### src/rtl/wincfg_pkg.sv
package wincfg_pkg;

  localparam int CW     = 12;
  localparam int LW     = 14;
  localparam int FBW    = 14;
  localparam int AW     = 32;
  localparam int DW     = 32;
  localparam int FMT_W  = 2;
  localparam int REG_W  = 3;
  localparam int CRD_W  = 2 * CW;
  localparam int LINE_W = 2 * LW;

  typedef enum logic [REG_W-1:0] {
    WR_MODE  = 3'd0,
    WR_START = 3'd1,
    WR_END   = 3'd2,
    WR_BASE  = 3'd3,
    WR_LAST  = 3'd4,
    WR_LINE  = 3'd5,
    WR_FBW   = 3'd6,
    WR_NONE  = 3'd7
  } wreg_e;

  typedef struct packed {
    logic              en;
    logic [FMT_W-1:0]  fmt;
    logic [CRD_W-1:0]  p0;
    logic [CRD_W-1:0]  p1;
    logic [AW-1:0]     base;
    logic [AW-1:0]     last;
    logic [LINE_W-1:0] line;
    logic [FBW-1:0]    fbw;
  } win_cfg_t;

  function automatic win_cfg_t cfg_write(win_cfg_t c, logic [REG_W-1:0] r,
                                         logic [DW-1:0] d);
    win_cfg_t n;
    n = c;
    case (r)
      WR_MODE:  begin n.en = d[0]; n.fmt = d[FMT_W:1]; end
      WR_START: n.p0   = d[CRD_W-1:0];
      WR_END:   n.p1   = d[CRD_W-1:0];
      WR_BASE:  n.base = d[AW-1:0];
      WR_LAST:  n.last = d[AW-1:0];
      WR_LINE:  n.line = d[LINE_W-1:0];
      WR_FBW:   n.fbw  = d[FBW-1:0];
      default:  ;
    endcase
    return n;
  endfunction

  function automatic logic [DW-1:0] cfg_read(win_cfg_t c, logic [REG_W-1:0] r);
    logic [DW-1:0] v;
    v = '0;
    case (r)
      WR_MODE:  v[FMT_W:0]    = {c.fmt, c.en};
      WR_START: v[CRD_W-1:0]  = c.p0;
      WR_END:   v[CRD_W-1:0]  = c.p1;
      WR_BASE:  v[AW-1:0]     = c.base;
      WR_LAST:  v[AW-1:0]     = c.last;
      WR_LINE:  v[LINE_W-1:0] = c.line;
      WR_FBW:   v[FBW-1:0]    = c.fbw;
      default:  ;
    endcase
    return v;
  endfunction

  function automatic logic [CW-1:0] coord_x(logic [CRD_W-1:0] p);
    return p[CRD_W-1:CW];
  endfunction

  function automatic logic [CW-1:0] coord_y(logic [CRD_W-1:0] p);
    return p[CW-1:0];
  endfunction

  function automatic logic [LW-1:0] line_bytes(logic [LINE_W-1:0] l);
    return l[LW-1:0];
  endfunction

  function automatic logic [LW-1:0] line_gap(logic [LINE_W-1:0] l);
    return l[LINE_W-1:LW];
  endfunction

  function automatic logic wide_burst(logic [FBW-1:0] w, logic [31:0] min_w);
    return ({{(32-FBW){1'b0}}, w} >= min_w);
  endfunction

endpackage

### src/rtl/commit_ctrl.sv
module commit_ctrl (
  input  logic       clk,
  input  logic       rst_n,
  input  logic       ctl_wr,
  input  logic [1:0] ctl_data,
  input  logic       frame_tick,
  output logic       hold_o,
  output logic       pending_o,
  output logic       load_o,
  output logic       commit_o
);

  logic hold_q, pending_q, commit_q;
  logic set_req;
  logic load;

  assign set_req = ctl_wr & ctl_data[1];
  assign load    = frame_tick & pending_q & ~hold_q;

  always_ff @(posedge clk) begin
    if (!rst_n) begin
      hold_q    <= 1'b0;
      pending_q <= 1'b0;
      commit_q  <= 1'b0;
    end else begin
      if (ctl_wr) hold_q <= ctl_data[0];
      pending_q <= set_req | (pending_q & ~load);
      commit_q  <= load;
    end
  end

  assign hold_o    = hold_q;
  assign pending_o = pending_q;
  assign load_o    = load;
  assign commit_o  = commit_q;


  pend_clears_chk: assert property (@(posedge clk) disable iff (!rst_n)
    (load && !set_req) |=> !pending_q);


  pend_kept_chk: assert property (@(posedge clk) disable iff (!rst_n)
    (pending_q && !frame_tick) |=> pending_q);


  req_wins_chk: assert property (@(posedge clk) disable iff (!rst_n)
    set_req |=> pending_q);


  pulse_follows_chk: assert property (@(posedge clk) disable iff (!rst_n)
    load |=> commit_q);

endmodule

### src/rtl/win_regs.sv
module win_regs
  import wincfg_pkg::*;
(
  input  logic             clk,
  input  logic             rst_n,
  input  logic             wr_i,
  input  logic [REG_W-1:0] wreg_i,
  input  logic [DW-1:0]    wdata_i,
  input  logic             load_i,
  output win_cfg_t         shd_o,
  output win_cfg_t         act_o
);

  win_cfg_t shd_q, act_q;

  always_ff @(posedge clk) begin
    if (!rst_n) begin
      shd_q <= '0;
      act_q <= '0;
    end else begin
      if (load_i) act_q <= shd_q;
      if (wr_i)   shd_q <= cfg_write(shd_q, wreg_i, wdata_i);
    end
  end

  assign shd_o = shd_q;
  assign act_o = act_q;


  live_hold_chk: assert property (@(posedge clk) disable iff (!rst_n)
    !load_i |=> $stable(act_q));


  live_take_chk: assert property (@(posedge clk) disable iff (!rst_n)
    load_i |=> (act_q == $past(shd_q)));

endmodule

### src/rtl/shadow_bank.sv
module shadow_bank
  import wincfg_pkg::*;
#(
  parameter int NWIN        = 3,
  parameter int ADDR_W      = 6,
  parameter int MIN_BURST_W = 128
) (
  input  logic                clk,
  input  logic                rst_n,
  input  logic                wr_en,
  input  logic [ADDR_W-1:0]   wr_addr,
  input  logic [31:0]         wr_data,
  input  logic [ADDR_W-1:0]   rd_addr,
  output logic [31:0]         rd_data,
  input  logic                frame_tick,
  output logic                commit_o,
  output logic [NWIN-1:0]     act_en,
  output logic [NWIN*2-1:0]   act_fmt,
  output logic [NWIN-1:0]     act_burst16,
  output logic [NWIN*12-1:0]  act_x0,
  output logic [NWIN*12-1:0]  act_y0,
  output logic [NWIN*12-1:0]  act_x1,
  output logic [NWIN*12-1:0]  act_y1,
  output logic [NWIN*32-1:0]  act_base,
  output logic [NWIN*32-1:0]  act_last,
  output logic [NWIN*14-1:0]  act_lsize,
  output logic [NWIN*14-1:0]  act_loff
);

  localparam int SEL_W = ADDR_W - REG_W;

  logic                 hold_w, pending_w, load_w;
  logic                 ctl_wr;
  logic [SEL_W-1:0]     wr_sel, rd_sel;
  logic [REG_W-1:0]     wr_reg, rd_reg;
  win_cfg_t [NWIN-1:0]  shd_all, act_all;

  assign wr_sel = wr_addr[ADDR_W-1:REG_W];
  assign wr_reg = wr_addr[REG_W-1:0];
  assign rd_sel = rd_addr[ADDR_W-1:REG_W];
  assign rd_reg = rd_addr[REG_W-1:0];
  assign ctl_wr = wr_en && (wr_addr == '0);

  commit_ctrl u_ctrl (
    .clk        (clk),
    .rst_n      (rst_n),
    .ctl_wr     (ctl_wr),
    .ctl_data   (wr_data[1:0]),
    .frame_tick (frame_tick),
    .hold_o     (hold_w),
    .pending_o  (pending_w),
    .load_o     (load_w),
    .commit_o   (commit_o)
  );

  for (genvar w = 0; w < NWIN; w++) begin : g_win
    logic hit;
    assign hit = wr_en && (wr_sel == SEL_W'(w + 1));

    win_regs u_win (
      .clk     (clk),
      .rst_n   (rst_n),
      .wr_i    (hit),
      .wreg_i  (wr_reg),
      .wdata_i (wr_data),
      .load_i  (load_w),
      .shd_o   (shd_all[w]),
      .act_o   (act_all[w])
    );

    assign act_en[w]                = act_all[w].en;
    assign act_fmt[w*FMT_W +: FMT_W] = act_all[w].fmt;
    assign act_burst16[w]           = wide_burst(act_all[w].fbw, 32'(MIN_BURST_W));
    assign act_x0[w*CW +: CW]       = coord_x(act_all[w].p0);
    assign act_y0[w*CW +: CW]       = coord_y(act_all[w].p0);
    assign act_x1[w*CW +: CW]       = coord_x(act_all[w].p1);
    assign act_y1[w*CW +: CW]       = coord_y(act_all[w].p1);
    assign act_base[w*AW +: AW]     = act_all[w].base;
    assign act_last[w*AW +: AW]     = act_all[w].last;
    assign act_lsize[w*LW +: LW]    = line_bytes(act_all[w].line);
    assign act_loff[w*LW +: LW]     = line_gap(act_all[w].line);
  end

  always_comb begin
    rd_data = '0;
    if (rd_addr == '0) begin
      rd_data[1:0] = {pending_w, hold_w};
    end else begin
      for (int w = 0; w < NWIN; w++) begin
        if (rd_sel == SEL_W'(w + 1)) rd_data = cfg_read(shd_all[w], rd_reg);
      end
    end
  end


  hold_blocks_chk: assert property (@(posedge clk) disable iff (!rst_n)
    hold_w |=> $stable(act_all));


  idle_tick_chk: assert property (@(posedge clk) disable iff (!rst_n)
    !pending_w |=> ($stable(act_all) && !commit_o));

endmodule

### config.mk
export PLATFORM = sky130hd
export DESIGN_NAME = shadow_bank
export DESIGN_NICKNAME = d
export VERILOG_FILES = /design/src/rtl/wincfg_pkg.sv /design/src/rtl/commit_ctrl.sv /design/src/rtl/win_regs.sv /design/src/rtl/shadow_bank.sv
export SDC_FILE = /design/constraint.sdc
export NUM_CORES = 2
export LEC_CHECK = 0
export BUFFER_PORTS_ARGS = -buffer_cell sky130_fd_sc_hd__clkbuf_2
export CORE_MARGIN = 2
export CORE_UTILIZATION = 40
export CTS_CLUSTER_DIAMETER = 30
export DETAILED_ROUTE_END_ITERATION = 6
export PLACE_DENSITY_LB_ADDON = 0.08
export SYNTH_ARGS = -nofsm -noshare
export SYNTH_HDL_FRONTEND = slang
export SYNTH_HIERARCHICAL = 1
export SYNTH_SLANG_ARGS = --single-unit
### constraint.sdc
create_clock -name clk -period 1.5 [get_ports clk]
set_input_delay 0.075 -clock clk [delete_from_list [all_inputs] [get_ports clk]]
set_output_delay 0.075 -clock clk [all_outputs]
set_load 0.01 [all_outputs]
Word-level counts from Yosys, hierarchy flattened:

Index checks and enable logic that the tools add are counted.

* $lt $le $gt $ge: 3
* equality and inequality tests: 18
* muxes and demuxes: 20
* bitwise gates (word level): 7
* reduce and logical (&&, ||, !) cells: 29

Operators with widths (count)
* $pmux 11 s6: 3
* $pmux 10 s5: 3
* $mux 32: 3
* $pmux 3 s7: 3
* $ge 14x8->1 const B: 3
* $reduce_and 2->1: 21
* $pmux 4 s3: 3
* $mux 30: 1
* $eq 3x2->1 const B: 8
* $pmux 4 s2: 3
* $eq 3x3->1 const B: 6
* $eq 3x1->1 const B: 4
* $logic_not 6->1: 2
* $logic_not 3->1: 2
* $and 1x1->1: 4
* $logic_and 1x1->1: 4
* $mux 2: 1
* $not 1->1: 2
* $or 1x1->1: 1

* bits in registers: 945
* output and inout bits: 465

Logic depth before layout (Yosys ltp):

* depth after elaboration: 6
* mapped depth: 8
* mapped depth without buffers: 5

Cells and area by module:

Netlist, hierarchy kept.

Modules (own cells, without submodules)
* win_regs: times used 3, cells each 1054, area each 11632.4 um^2, seq. area each 6286.0 um^2
* shadow_bank: times used 1, cells each 592, area each 4440.5 um^2, seq. area each 0.0 um^2
* commit_ctrl: times used 1, cells each 11, area each 112.6 um^2, seq. area each 60.1 um^2

Worst setup path after synthesis:

Ideal clock, no wire load.

* path type: input to output
* start: in rd_addr[1]
* end: out rd_data[24]
* data arrival time: 1634 ps
* data required time: 1425 ps
* setup slack: -209 ps
* stages: 7
* path buffers: 2
* path through: buf_6 -> inv_4 -> clkbuf_1 -> ha_1 -> nor2_1 -> or3_1 -> nor4_1

* longest elaborated chain between the ends: 6
* elaborated cells between the ends (all ways): 11

Ends and longest elaborated chain
* start, declared: line shadow_bank.sv:13 `input logic [ADDR_W-1:0] rd_addr,`
* $eq 3x3->1 or $eq 3x2->1 (tied branches): line wincfg_pkg.sv:55 `case (r)`
* $pmux 4 s3: line wincfg_pkg.sv:55
* $mux 32 (3 in a row): line shadow_bank.sv:90 `if (rd_sel == SEL_W'(w + 1)) rd_data = cfg_read(shd_all[w], rd_reg);`
* $mux 30 (*): line shadow_bank.sv:86 `if (rd_addr == '0) begin`
* end, declared: line shadow_bank.sv:14 `output logic [31:0] rd_data,`

Mark *: on every way between the ends. The rest lies on a longest branch, timed or not.

Worst setup path after layout:

* start: reg g_win[2].u_win.shd_q, in the netlist g_win[2].u_win/shd_o[111]
* end: out rd_data[5]

* longest elaborated chain between the ends: 3

Ends and longest elaborated chain
* start, declared: line win_regs.sv:14 `win_cfg_t shd_q, act_q;`
* start signal, assigned: line win_regs.sv:22 `if (wr_i) shd_q <= cfg_write(shd_q, wreg_i, wdata_i);`
* $pmux 11 s6: line wincfg_pkg.sv:55
* $mux 32: line shadow_bank.sv:90
* $mux 30: line shadow_bank.sv:86

Every way passes these cells.

==> impl_summary.log <==
INFO  metric placement_rows = 114
INFO  metric max_freq = 397 MHz
INFO  metric layout.nets = 4984
INFO  metric route.antenna.remaining_nets = 0
INFO  metric die-height = 315 um
INFO  metric cp_max_fo = 2
INFO  metric cts_tree = built
INFO  metric area.growth.synth_to_final = 52.8%
INFO  metric vias_after_detailed_routing = 33031
INFO  metric final_layout_size_suffix_gt1_share = 39.4%
INFO  metric hold_viol = 0
INFO  metric final_critical_delay_including_setup_and_external_delays = 2520 ps
INFO  metric htree_num_levels = 4
INFO  metric post_synth_instance_area = 38700 um^2
INFO  metric mappedNetlistNets = 3751
INFO  metric worstPathCellList = mux2_4 > a22oi_2 > nor2_2 > a2111oi_4 > buf_4 > a211oi_2 > buf_2
INFO  metric dpl_worst_slack = -1290 ps
INFO  metric wirelength_met1 = 69.6 mm
INFO  metric report.final.slew_viol_count = 0
INFO  metric startpoint_type = flop
INFO  metric fin_tns_setup = -76320 ps
INFO  metric io_pins = 513
INFO  metric tritoncts_num_sinks = 924
INFO  metric cts_inserted_buffers = 212
INFO  metric clkLatencyLatePin = 780 ps
INFO  metric number_of_global_route_vias_before_repair = 32728
INFO  metric outcome = finished, violations left
INFO  metric worst_ir_drop_vdd = 1.13 mV
INFO  metric initial_utilization = 40.2%
INFO  metric place.gp.congestion = 0.888
INFO  metric power.density_cell_area = 1310 nW/um^2
INFO  metric clk_root_buffer_cell = clkbuf_16
INFO  metric cap_violations = 0
INFO  metric post_syn_area_per_cell = 10.5 um^2
INFO  metric critPathMaxStageDelay = 440 ps
INFO  metric first_pass_iters = 5
INFO  metric number_of_antenna_violations_at_the_first_check_in_global_routing = 6
INFO  metric timing.slew.headroom = 60.5%
INFO  metric worst_path_required_time = 1420 ps
INFO  metric groute.usage.overall = 31.3%
INFO  metric postLayoutSetupSlackWorst = -1020 ps
INFO  metric rsz0062_at_grt = true
INFO  metric worst_path_max_delay_cell = a2111oi_4
INFO  metric drt_drc_violations_left = 0
INFO  metric portion_of_the_clock_cycle_consumed_by_the_worst_path_in_the_final_layout = 168%
INFO  metric cts-root-to-sink-buffers = 3
INFO  metric finalHoldWorstSlack = 94.0 ps
INFO  metric crit_path_end_kind = primary output
INFO  metric port_buffers = 512
INFO  metric route.top_layer_used = met5
INFO  metric critical_path.top_delay_family = compound AO/OA/AOI/OAI gates
INFO  metric first_iter_violations = 2419
INFO  metric design.die.area = 99200 um^2
INFO  metric grt_remaining_overflow = 0
INFO  metric clk_pin_slew = 50 ps
INFO  metric met2_length = 73.0 mm
INFO  metric netlist_instances = 3702
INFO  metric core = 96300 um^2
INFO  metric post-dp-hpwl = 114 mm
INFO  metric critical_path_arrival = 2440 ps
INFO  metric routed_wire_length_per_instance = 25.0 um
INFO  metric synth.yosys.warnings = 6
INFO  metric dieWidth = 315 um
INFO  metric worstPathBufferInverterCount = 2
INFO  metric violations_in_the_final_reports = negative setup slack
INFO  metric setup_viol_count_final = 428
INFO  metric worstMarginPinSlew = 590 ps
INFO  metric hold_path.class = in2reg
INFO  metric totalPowerFinal = 77.2 mW
INFO  metric worst-setup-path-type = reg2out
INFO  metric total_leakage_power = 25.2 nW
INFO  metric fillerInstances = 8137
INFO  metric grt_first_pass_wirelength = 228 mm
INFO  metric grt_max_degree = 59
INFO  metric met3_length = 12.1 mm
INFO  metric worst_clock_skew = 32.4 ps
INFO  metric detail_route.wirelength = 160 mm
INFO  metric detail_route.vias_per_cell = 5.16
-- cell usage in the layout, fill, tap and decap left out, types with 28 or more instances in the layout --
cell and instances:
a22oi_1 37, bufinv_16 32, nor2b_1 453, nor2_1 28, dfxtp_2 99, clkbuf_8 49, clkbuf_2 489, dfxtp_1 819
nand2_1 609, buf_16 31, mux2i_1 934, buf_8 28, buf_4 560, buf_12 124, dlygate4sd3_1 41, clkbuf_16 218
mux2_2 32, clkinv_2 41, a221oi_1 32
-- state kept, by name, indices dropped and copies added, names as in the netlist --
name,cells
g_win.u_win/shd_o,471
u_ctrl/commit_o,1
u_ctrl/hold_o,1
g_win.u_win/act_o,450
u_ctrl/pending_o,1
-- repair_timing --
action	in CTS	in global routing
resized for setup	394	201
hold buffers	41	0
setup buffers	56	42
gates cloned	44	4
setup endpoints to repair	375	487
pin swaps	102	77
endpoints found under the hold margin	573	0
-- worst min-delay path, delay by kind of cell --
kind	cells	cell delay, ps
simple gates	2	190
buf+inv	3	470
mux	1	90
-- layout make-up --
class	count	area [um^2]	area share, %
clock buffers	284	6090	10.3
clock inverters	118	1640	2.78
repair buffers	1314	11300	19.1
diodes	3	7.51	0.0127
inverters	3	16.3	0.0275
multi-input cells	2480	19800	33.6
flip-flops and latches	924	18600	31.5
well taps	1276	1600	2.70
-- where the power goes --
group	internal [mW]	total (mW)	leakage, nW	switching (mW)
clock	33.8	49.0	3.76	15.1
sequential	24.7	24.7	7.50	0.0471
combinational	1.37	3.46	14.0	2.09
total	59.9	77.2	25.2	17.3
-- layer usage --
layer	GRT usage [%]	vias up
met5	0	-
met3	7.56	269
li1	-	15443
met1	41.6	16067
met4	10.9	10
met2	49.6	1242
-- metrics by stage --
stage	utilization, %	instance area, um^2	std cells
after floorplan	-	38800	3702
after global placement	49.2	47400	5867
after detailed placement	49.2	47400	5867
after CTS	61.1	58800	6395
after global routing	61.4	59100	6399
final	61.4	59100	6402
-- worst paths after layout --
| kind | depth (start not counted) | slack, ps | to | from |
|---|---|---|---|---|
| setup / recovery | 7 | -1020 | rd_data[5] | g_win[2].u_win/shd_o[111]$_SDFFE_PN0P_ |
| hold / removal | 6 | 90 | g_win[1].u_win/shd_o[71]$_SDFFE_PN0P_ | wr_addr[3] |
| setup reg to reg | 9 | -290 | g_win[2].u_win/act_o[65]$_SDFFE_PN0P_ | u_ctrl/hold_o$_SDFFE_PN0P_ |
| hold reg to reg | 2 | 460 | g_win[0].u_win/shd_o[3]$_SDFFE_PN0P_ | g_win[0].u_win/shd_o[3]$_SDFFE_PN0P_ |
(Power assumes the default switching activity.)
